## config.mk

```make
export PLATFORM = sky130hd
export DESIGN_NAME = dgi_top
export DESIGN_NICKNAME = d
export VERILOG_FILES = /design/src/rtl/dgi_pkg.sv /design/src/rtl/dgi_regs.sv /design/src/rtl/dgi_cpu_port.sv /design/src/rtl/dgi_top.sv
export SDC_FILE = /design/constraint.sdc
export NUM_CORES = 2
export LEC_CHECK = 0
export CAP_MARGIN = 20
export CORE_MARGIN = 5
export CORE_UTILIZATION = 26
export CTS_BUF_LIST = sky130_fd_sc_hd__clkbuf_16
export DETAILED_ROUTE_END_ITERATION = 10
export DONT_BUFFER_PORTS = 1
export HOLD_SLACK_MARGIN = 0.03
export SYNTH_ARGS = -nofsm -noshare
export SYNTH_HDL_FRONTEND = slang
export SYNTH_SLANG_ARGS = --single-unit
```

## constraint.sdc

```tcl
create_clock -name clk -period 3.9 [get_ports clk]
set_clock_uncertainty 0.15 [all_clocks]
set_input_delay 0.975 -clock clk [delete_from_list [all_inputs] [get_ports clk]]
set_output_delay 0.975 -clock clk [all_outputs]
set_load 0.01 [all_outputs]
```

## src/rtl/dgi_pkg.sv

```systemverilog
// Package: shared constants, bank encoding and address helpers for the
// two-level gated interrupt controller. Assumes a 12-bit byte address.
package dgi_pkg;
    localparam int ADDR_W = 12;
    localparam int DATA_W = 32;
    localparam int ID_W   = 10;

    localparam logic [ADDR_W-1:0] OFF_CTRL       = 12'h000;
    localparam logic [ADDR_W-1:0] OFF_EN_SET     = 12'h030;
    localparam logic [ADDR_W-1:0] OFF_EN_CLR     = 12'h034;
    localparam logic [ADDR_W-1:0] OFF_ACK        = 12'h044;
    localparam logic [ADDR_W-1:0] OFF_MSK_SET    = 12'h048;
    localparam logic [ADDR_W-1:0] OFF_MSK_CLR    = 12'h04C;
    localparam logic [ADDR_W-1:0] OFF_ROUTE_BASE = 12'h100;

    localparam logic [ID_W-1:0] ID_NONE = 10'd1023;

    typedef enum logic {BANK_GLOBAL = 1'b0, BANK_CPU = 1'b1} bank_e;

    // Word index of a routing-register address.
    function automatic logic [ID_W-1:0] route_index(input logic [ADDR_W-1:0] a);
        logic [ADDR_W-1:0] off;
        off = a - OFF_ROUTE_BASE;
        return off[ADDR_W-1:2];
    endfunction

    // True when the address is an aligned routing register of an implemented source.
    function automatic logic route_hit(input logic [ADDR_W-1:0] a, input int nsrc);
        return (a >= OFF_ROUTE_BASE) && (a[1:0] == 2'b00) &&
               (int'(route_index(a)) < nsrc);
    endfunction
endpackage

```

## src/rtl/dgi_regs.sv

```systemverilog
// Module: dgi_regs
// Holds the global enable bits, the per-CPU mask bits and the routing masks.
// Decodes index-style set/clear writes and routing writes.
// Assumes: one access per cycle; bus_cpu < NUM_CPU; ignores indices >= NUM_SRC.
module dgi_regs
    import dgi_pkg::*;
#(
    parameter int NUM_SRC = 64,
    parameter int NUM_CPU = 4,
    localparam int CPU_W  = (NUM_CPU > 1) ? $clog2(NUM_CPU) : 1,
    localparam int SRC_W  = (NUM_SRC > 1) ? $clog2(NUM_SRC) : 1
) (
    input  logic                              clk,
    input  logic                              rst_n,
    input  logic                              bus_wr,
    input  logic                              bus_bank,
    input  logic [CPU_W-1:0]                  bus_cpu,
    input  logic [ADDR_W-1:0]                 bus_addr,
    input  logic [DATA_W-1:0]                 bus_wdata,
    output logic [NUM_SRC-1:0]                en_o,
    output logic [NUM_CPU-1:0][NUM_SRC-1:0]   mask_o,
    output logic [NUM_SRC-1:0][NUM_CPU-1:0]   route_o
);
    logic [NUM_SRC-1:0]              en_q;
    logic [NUM_CPU-1:0][NUM_SRC-1:0] mask_q;
    logic [NUM_SRC-1:0][NUM_CPU-1:0] route_q;

    logic [ID_W-1:0]  widx;
    logic [SRC_W-1:0] widx_s;
    logic             idx_ok;
    logic             g_wr, c_wr;
    logic             en_set, en_clr, msk_set, msk_clr, rt_wr;
    logic [ID_W-1:0]  rt_idx;
    logic [SRC_W-1:0] rt_idx_s;

    // Decode the write strobes and the source index carried in the data.
    always_comb begin
        widx     = bus_wdata[ID_W-1:0];
        widx_s   = widx[SRC_W-1:0];
        idx_ok   = (int'(widx) < NUM_SRC);
        g_wr     = bus_wr && (bus_bank == BANK_GLOBAL);
        c_wr     = bus_wr && (bus_bank == BANK_CPU) && (int'(bus_cpu) < NUM_CPU);
        en_set   = g_wr && (bus_addr == OFF_EN_SET)  && idx_ok;
        en_clr   = g_wr && (bus_addr == OFF_EN_CLR)  && idx_ok;
        msk_set  = c_wr && (bus_addr == OFF_MSK_SET) && idx_ok;
        msk_clr  = c_wr && (bus_addr == OFF_MSK_CLR) && idx_ok;
        rt_idx   = route_index(bus_addr);
        rt_idx_s = rt_idx[SRC_W-1:0];
        rt_wr    = g_wr && route_hit(bus_addr, NUM_SRC);
    end

    // Global enable stage: index-addressed set and clear.
    always_ff @(posedge clk) begin
        if (!rst_n) begin
            en_q <= '0;
        end else if (en_set) begin
            en_q[widx_s] <= 1'b1;
        end else if (en_clr) begin
            en_q[widx_s] <= 1'b0;
        end
    end

    // Per-CPU mask stage: only the accessing CPU's row changes.
    always_ff @(posedge clk) begin
        if (!rst_n) begin
            mask_q <= '1;
        end else if (msk_set) begin
            mask_q[bus_cpu][widx_s] <= 1'b1;
        end else if (msk_clr) begin
            mask_q[bus_cpu][widx_s] <= 1'b0;
        end
    end

    // Routing masks: one CPU mask per source, written as a field.
    always_ff @(posedge clk) begin
        if (!rst_n) begin
            route_q <= '0;
        end else if (rt_wr) begin
            route_q[rt_idx_s] <= bus_wdata[NUM_CPU-1:0];
        end
    end

    assign en_o    = en_q;
    assign mask_o  = mask_q;
    assign route_o = route_q;

    AST_EN_SET_TAKES: assert property (@(posedge clk) disable iff (!rst_n)
        en_set |=> en_q[$past(widx_s)]);
    AST_EN_CLR_TAKES: assert property (@(posedge clk) disable iff (!rst_n)
        en_clr |=> !en_q[$past(widx_s)]);
    AST_MSK_SET_TAKES: assert property (@(posedge clk) disable iff (!rst_n)
        msk_set |=> mask_q[$past(bus_cpu)][$past(widx_s)]);
    AST_MSK_CLR_TAKES: assert property (@(posedge clk) disable iff (!rst_n)
        msk_clr |=> !mask_q[$past(bus_cpu)][$past(widx_s)]);
    AST_BAD_IDX_NO_EFFECT: assert property (@(posedge clk) disable iff (!rst_n)
        (bus_wr && !idx_ok && !rt_wr) |=> ($stable(en_q) && $stable(mask_q)));
    AST_ROUTE_HOLDS: assert property (@(posedge clk) disable iff (!rst_n)
        !rt_wr |=> $stable(route_q));
endmodule

```

## src/rtl/dgi_cpu_port.sv

```systemverilog
// Module: dgi_cpu_port
// For one CPU: forms the deliverable-source vector and finds its lowest
// index for the acknowledge register. Shared sources also need the CPU's
// routing bit. Assumes all inputs are registered state or level sources.
module dgi_cpu_port
    import dgi_pkg::*;
#(
    parameter int NUM_SRC    = 64,
    parameter int NUM_PERCPU = 29,
    localparam int SRC_W     = (NUM_SRC > 1) ? $clog2(NUM_SRC) : 1
) (
    input  logic               clk,
    input  logic               rst_n,
    input  logic [NUM_SRC-1:0] src_i,
    input  logic [NUM_SRC-1:0] en_i,
    input  logic [NUM_SRC-1:0] mask_i,
    input  logic [NUM_SRC-1:0] route_i,
    output logic               irq_o,
    output logic [ID_W-1:0]    ack_o
);
    logic [NUM_SRC-1:0] private_src;
    logic [NUM_SRC-1:0] elig;
    logic               found;
    logic [SRC_W-1:0]   ack_s;

    // Constant class map: 1 marks a per-CPU source that skips routing.
    for (genvar s = 0; s < NUM_SRC; s++) begin : g_class
        assign private_src[s] = (s < NUM_PERCPU);
    end

    // Two-level gating plus routing for shared sources.
    assign elig = src_i & en_i & ~mask_i & (route_i | private_src);

    // Lowest-index search over the deliverable vector.
    always_comb begin
        found = 1'b0;
        ack_o = ID_NONE;
        for (int i = NUM_SRC - 1; i >= 0; i--) begin
            if (elig[i]) begin
                found = 1'b1;
                ack_o = ID_W'(i);
            end
        end
    end

    assign irq_o = found;
    assign ack_s = ack_o[SRC_W-1:0];

    AST_ACK_IS_LIVE: assert property (@(posedge clk) disable iff (!rst_n)
        (ack_o != ID_NONE) |-> (src_i[ack_s] && en_i[ack_s] && !mask_i[ack_s]));
    AST_ACK_IS_LOWEST: assert property (@(posedge clk) disable iff (!rst_n)
        (ack_o != ID_NONE) |-> ((elig & ((NUM_SRC'(1) << ack_s) - NUM_SRC'(1))) == '0));
    AST_SHARED_NEEDS_ROUTE: assert property (@(posedge clk) disable iff (!rst_n)
        ((ack_o != ID_NONE) && (int'(ack_o) >= NUM_PERCPU)) |-> route_i[ack_s]);
    AST_IRQ_IFF_ACK: assert property (@(posedge clk) disable iff (!rst_n)
        irq_o == (ack_o != ID_NONE));
endmodule

```

## src/rtl/dgi_top.sv

```systemverilog
// Module: dgi_top
// Two-level gated interrupt controller: global enable, per-CPU mask and
// per-source routing, with a banked register port and one acknowledge
// register per CPU. Assumes bus_cpu names the CPU issuing each access.
module dgi_top
    import dgi_pkg::*;
#(
    parameter int NUM_SRC    = 64,
    parameter int NUM_CPU    = 4,
    parameter int NUM_PERCPU = 29,
    localparam int CPU_W     = (NUM_CPU > 1) ? $clog2(NUM_CPU) : 1
) (
    input  logic               clk,
    input  logic               rst_n,
    input  logic [NUM_SRC-1:0] src_in,
    input  logic               bus_wr,
    input  logic               bus_rd,
    input  logic               bus_bank,
    input  logic [CPU_W-1:0]   bus_cpu,
    input  logic [11:0]        bus_addr,
    input  logic [31:0]        bus_wdata,
    output logic [31:0]        bus_rdata,
    output logic [NUM_CPU-1:0] cpu_irq
);
    localparam int SRC_W = (NUM_SRC > 1) ? $clog2(NUM_SRC) : 1;

    logic [NUM_SRC-1:0]              en_w;
    logic [NUM_CPU-1:0][NUM_SRC-1:0] mask_w;
    logic [NUM_SRC-1:0][NUM_CPU-1:0] route_w;
    logic [NUM_CPU-1:0][NUM_SRC-1:0] route_col;
    logic [NUM_CPU-1:0][ID_W-1:0]    ack_w;
    logic [DATA_W-1:0]               rd_next;
    logic [ID_W-1:0]                 rt_idx;
    logic [SRC_W-1:0]                rt_idx_s;

    dgi_regs #(.NUM_SRC(NUM_SRC), .NUM_CPU(NUM_CPU)) u_regs (
        .clk       (clk),
        .rst_n     (rst_n),
        .bus_wr    (bus_wr),
        .bus_bank  (bus_bank),
        .bus_cpu   (bus_cpu),
        .bus_addr  (bus_addr),
        .bus_wdata (bus_wdata),
        .en_o      (en_w),
        .mask_o    (mask_w),
        .route_o   (route_w)
    );

    for (genvar c = 0; c < NUM_CPU; c++) begin : g_cpu
        for (genvar s = 0; s < NUM_SRC; s++) begin : g_col
            assign route_col[c][s] = route_w[s][c];
        end
        dgi_cpu_port #(.NUM_SRC(NUM_SRC), .NUM_PERCPU(NUM_PERCPU)) u_port (
            .clk     (clk),
            .rst_n   (rst_n),
            .src_i   (src_in),
            .en_i    (en_w),
            .mask_i  (mask_w[c]),
            .route_i (route_col[c]),
            .irq_o   (cpu_irq[c]),
            .ack_o   (ack_w[c])
        );
    end

    // Read multiplexer for both banks; unmapped offsets give zero.
    always_comb begin
        rd_next  = '0;
        rt_idx   = route_index(bus_addr);
        rt_idx_s = rt_idx[SRC_W-1:0];
        if (bus_bank == BANK_GLOBAL) begin
            if (bus_addr == OFF_CTRL) begin
                rd_next[12:2] = 11'(NUM_SRC);
            end else if (route_hit(bus_addr, NUM_SRC)) begin
                rd_next[NUM_CPU-1:0] = route_w[rt_idx_s];
            end
        end else if ((bus_addr == OFF_ACK) && (int'(bus_cpu) < NUM_CPU)) begin
            rd_next[ID_W-1:0] = ack_w[bus_cpu];
        end
    end

    // Registered read data, loaded on a read strobe.
    always_ff @(posedge clk) begin
        if (!rst_n) begin
            bus_rdata <= '0;
        end else if (bus_rd) begin
            bus_rdata <= rd_next;
        end
    end

    AST_QUIET_AFTER_RESET: assert property (@(posedge clk) disable iff (!rst_n)
        $past(!rst_n) |-> (cpu_irq == '0));
    AST_RDATA_HOLDS: assert property (@(posedge clk) disable iff (!rst_n)
        (!bus_rd && $past(rst_n)) |=> $stable(bus_rdata));
endmodule

```

==> impl_metrics.ini <==
[run_status]
status = finished clean

[floorplan]
num_io_pins = 151
start_util = 0.262
fp.dieH_um = 353
die_area_um2 = 124000
die_x_um = 353
coreArea_um2 = 116000
rows = 125

[placement]
place_area_um2 = 32200
dp_hpwl_um = 82400
port_buffers = 0
gp_congestion = 0.953

[cells_and_area]
fill_cells = 12394
nets = 3734
drive_gt1_frac = 0.0885
finalInstanceArea_um2 = 34300
area_delta_synth_final_pct = 12.3

[power]
leakagePower_uw = 0.0127
pwr-share-clk = 0.492
ir_worst_vdd_uv = 367
power_density_nw_per_um2 = 360
combPwrFrac = 0.024
p_int_uw = 9500
sequentialPowerShare = 0.484
switching_share = 0.229
p_sw_uw = 2830

[routing]
ant_nets = 0
vias = 29918
drt_iter0_markers = 3601
post-route-drc-count = 0
wl_um = 122000
wl_per_cell_um = 23.4
first_pass_iters = 5
via_per_inst = 5.76

[clock_network]
hold_buffers = 0
clk_pin_slew_ns = 0.07
numCtsBuffers = 61
post-cts-setup-buffer-count = 0
cts_sinks = 584
htreeDepth = 2
cts_tree = yes
clock_latency_ns = 0.67
clock_path_buffers = 3
cts-root-buf = clkbuf_16

[logic_synthesis]
netlist_instances = 3755
syn_avg_cell_area_um2 = 8.13
synth_flop_cell = dfxtp_1
synthArstFlopShare = 0
yosysSeqAreaShare = 0.383
syn_area_um2 = 30500
synthAdderAreaFrac = 0
synth-xor-area-share = 0
synth_simple_gate_area_share = 0.278
synthMuxAreaShare = 0.0697
synth_seq_cells = 584
yosysWarnings = 0
synth_cell_types = 90
synth-compound-area-share = 0.223
synth_enable_flop_cells = 0
synth_top_family_by_area = simple AND/OR/NAND/NOR gates

[timing]
max_slew_margin = 0.308
rsz0062_at_grt = false
max_freq_mhz = 258
setup_tns_ns = 0
min_period_ns = 3.87
finalSetupViolCount = 0
hold_viol_final = 0
worstMarginPinSlew_ns = 1.04
fin_crit_sh = 0.993
finalMaxSlewViolations = 0

[worst_setup_path]
crit_path_start_kind = register
cp.required_ns = 2.77
cp.arrival_ns = 2.75
cp_max_fo = 6
worstPathCellList = nand4b_1 > nand4_1 > nor4_1 > buf_4 > nand4_1 > buf_4
max_stage_delay_ns = 0.54
cp-end-kind = output pin
critPathKind = reg2out
slowest_stage = nor4_1

[global_routing]
grt_pass1_vias = 26570
grt_max_degree = 393
grt_pass1_wl_um = 178000
antenna_found_initial = 6
grt-ovfl-total = 0
grtUsageTotal = 0.184

[hold_path]
hold_class = in2reg

[flow_run]
drv_cap = 0
[path summary, 6_finish.rpt]
kind	slack (ns)	to	start	depth (start not counted)
hold / removal	0.27	register	rst_n	1
hold reg to reg	0.30	u_regs.route_o[86]	u_regs.route_o[86]	2
setup / recovery	0.03	cpu_irq[1]	register	6
setup reg to reg	0.85	bus_rdata[0]	register	8
[power by group through the flow]
stage          clock network [uW]  registers, uW  logic (uW)
6_report                     6060           5970         291
5_1_grt                      6370           5960         305
4_1_cts                      6150           5970         284
3_5_place_dp                    0           6100         283
3_3_place_gp                    0           6100         283
2_1_floorplan                   0           6100         353
[routing by layer]
| metal | wire (um) | GRT usage |
|---|---|---|
| met5 | 21 | 0 |
| met4 | 5100 | 0.0702 |
| met3 | 13100 | 0.0531 |
| met2 | 52900 | 0.279 |
| met1 | 50600 | 0.246 |
[worst max-delay path, delay by kind of cell, from the launching register on]
family / cells / cell delay, ns
and+or+nand+nor: 4 / 1.29
buffers and inverters: 2 / 0.42
DFF: 1 / 0.39
[cell usage after synthesis (all sizes together) (4+ instances only)]
master / instances / area share
o21bai: 4 / 0.00098
a21boi: 5 / 0.0012
o22ai: 8 / 0.0016
and2: 10 / 0.0021
and4b: 51 / 0.017
o21a: 4 / 0.00098
a31oi: 13 / 0.0027
nand4: 44 / 0.0094
nand3b: 63 / 0.015
a22oi: 4 / 0.00098
or2: 10 / 0.0020
dfxtp: 584 / 0.38
inv: 9 / 0.0011
or3: 8 / 0.0018
a2111oi: 5 / 0.0014
a21oi: 589 / 0.097
a211oi: 17 / 0.0042
and3: 262 / 0.054
and3b: 43 / 0.013
a211o: 4 / 0.0011
nand2: 354 / 0.044
o311ai: 5 / 0.0014
o211ai: 27 / 0.0066
o21ai: 413 / 0.068
nor2: 239 / 0.029
nand3: 156 / 0.026
and4: 5 / 0.0015
or4: 13 / 0.0034
buf: 74 / 0.013
nor4: 28 / 0.0067
a311oi: 65 / 0.019
nor2b: 17 / 0.0035
mux4: 73 / 0.054
o2111ai: 16 / 0.0046
nand2b: 19 / 0.0041
nand4b: 124 / 0.036
clkbuf: 250 / 0.031
nor3: 35 / 0.0061
o31ai: 9 / 0.0022
mux2i: 46 / 0.015
[metrics by stage]
stage,worst slack (ns),util,total power (uW),hold WS [ns],cells
CTS,0.0203,0.294,12400,0.237,5195
detailed placement,0.0792,0.277,6380,0.294,5080
global route,0.000695,0.294,12600,0.255,5195
floorplan,0.294,-,6450,0.283,3776
finish,0.0280,0.294,12300,0.268,5198
global placement,0.0720,0.277,6380,0.290,5080
[cell type report]
type / count / area, um^2 / area share
Antenna cell: 3 / 7.51 / 0.000219
Timing Repair Buffer: 104 / 981 / 0.0286
Inverter: 9 / 41.3 / 0.00121
Tap cell: 1524 / 1910 / 0.0557
Multi-Input combinational cell: 2859 / 17600 / 0.514
Clock buffer: 61 / 1530 / 0.0446
Sequential cell: 584 / 11700 / 0.341
Clock inverter: 54 / 500 / 0.0146
[cells in the final DEF, fill, tap and decap left out, types with 11 or more instances in the layout]
cell type,netlist,routed
a211oi_1,17,17
a21oi_1,589,589
a311oi_1,65,65
a31oi_1,13,13
and3_1,261,261
and3b_1,38,38
and4b_1,51,51
buf_12,0,16
buf_4,29,88
clkbuf_16,0,61
clkinv_1,0,17
clkinv_2,0,16
conb_1,1,22
dfxtp_1,584,584
inv_1,8,14
mux2i_1,46,46
mux4_2,73,73
nand2_1,354,354
nand2b_1,18,18
nand3_1,156,156
nand3b_1,63,63
nand4_1,42,42
nand4b_1,124,124
nor2_1,239,235
nor2b_1,17,16
nor3_1,34,30
nor4_1,26,23
o2111ai_1,16,16
o211ai_1,27,27
o21ai_0,408,408
or4_1,11,11
[logic make-up after synthesis]
logic type,count (synthesis)
buffers and inverters,333
other,1
multiplexers,121
flip-flops,584
AO/OA/AOI/OAI,1220
AND/OR/NAND/NOR,1496
[what timing repair did]
item / 4_1_cts / 5_1_grt
resized for setup: 3 / 3
hold endpoints to repair: 0 / 0
setup endpoints to repair: 2 / 3
(Power assumes the default switching activity.)
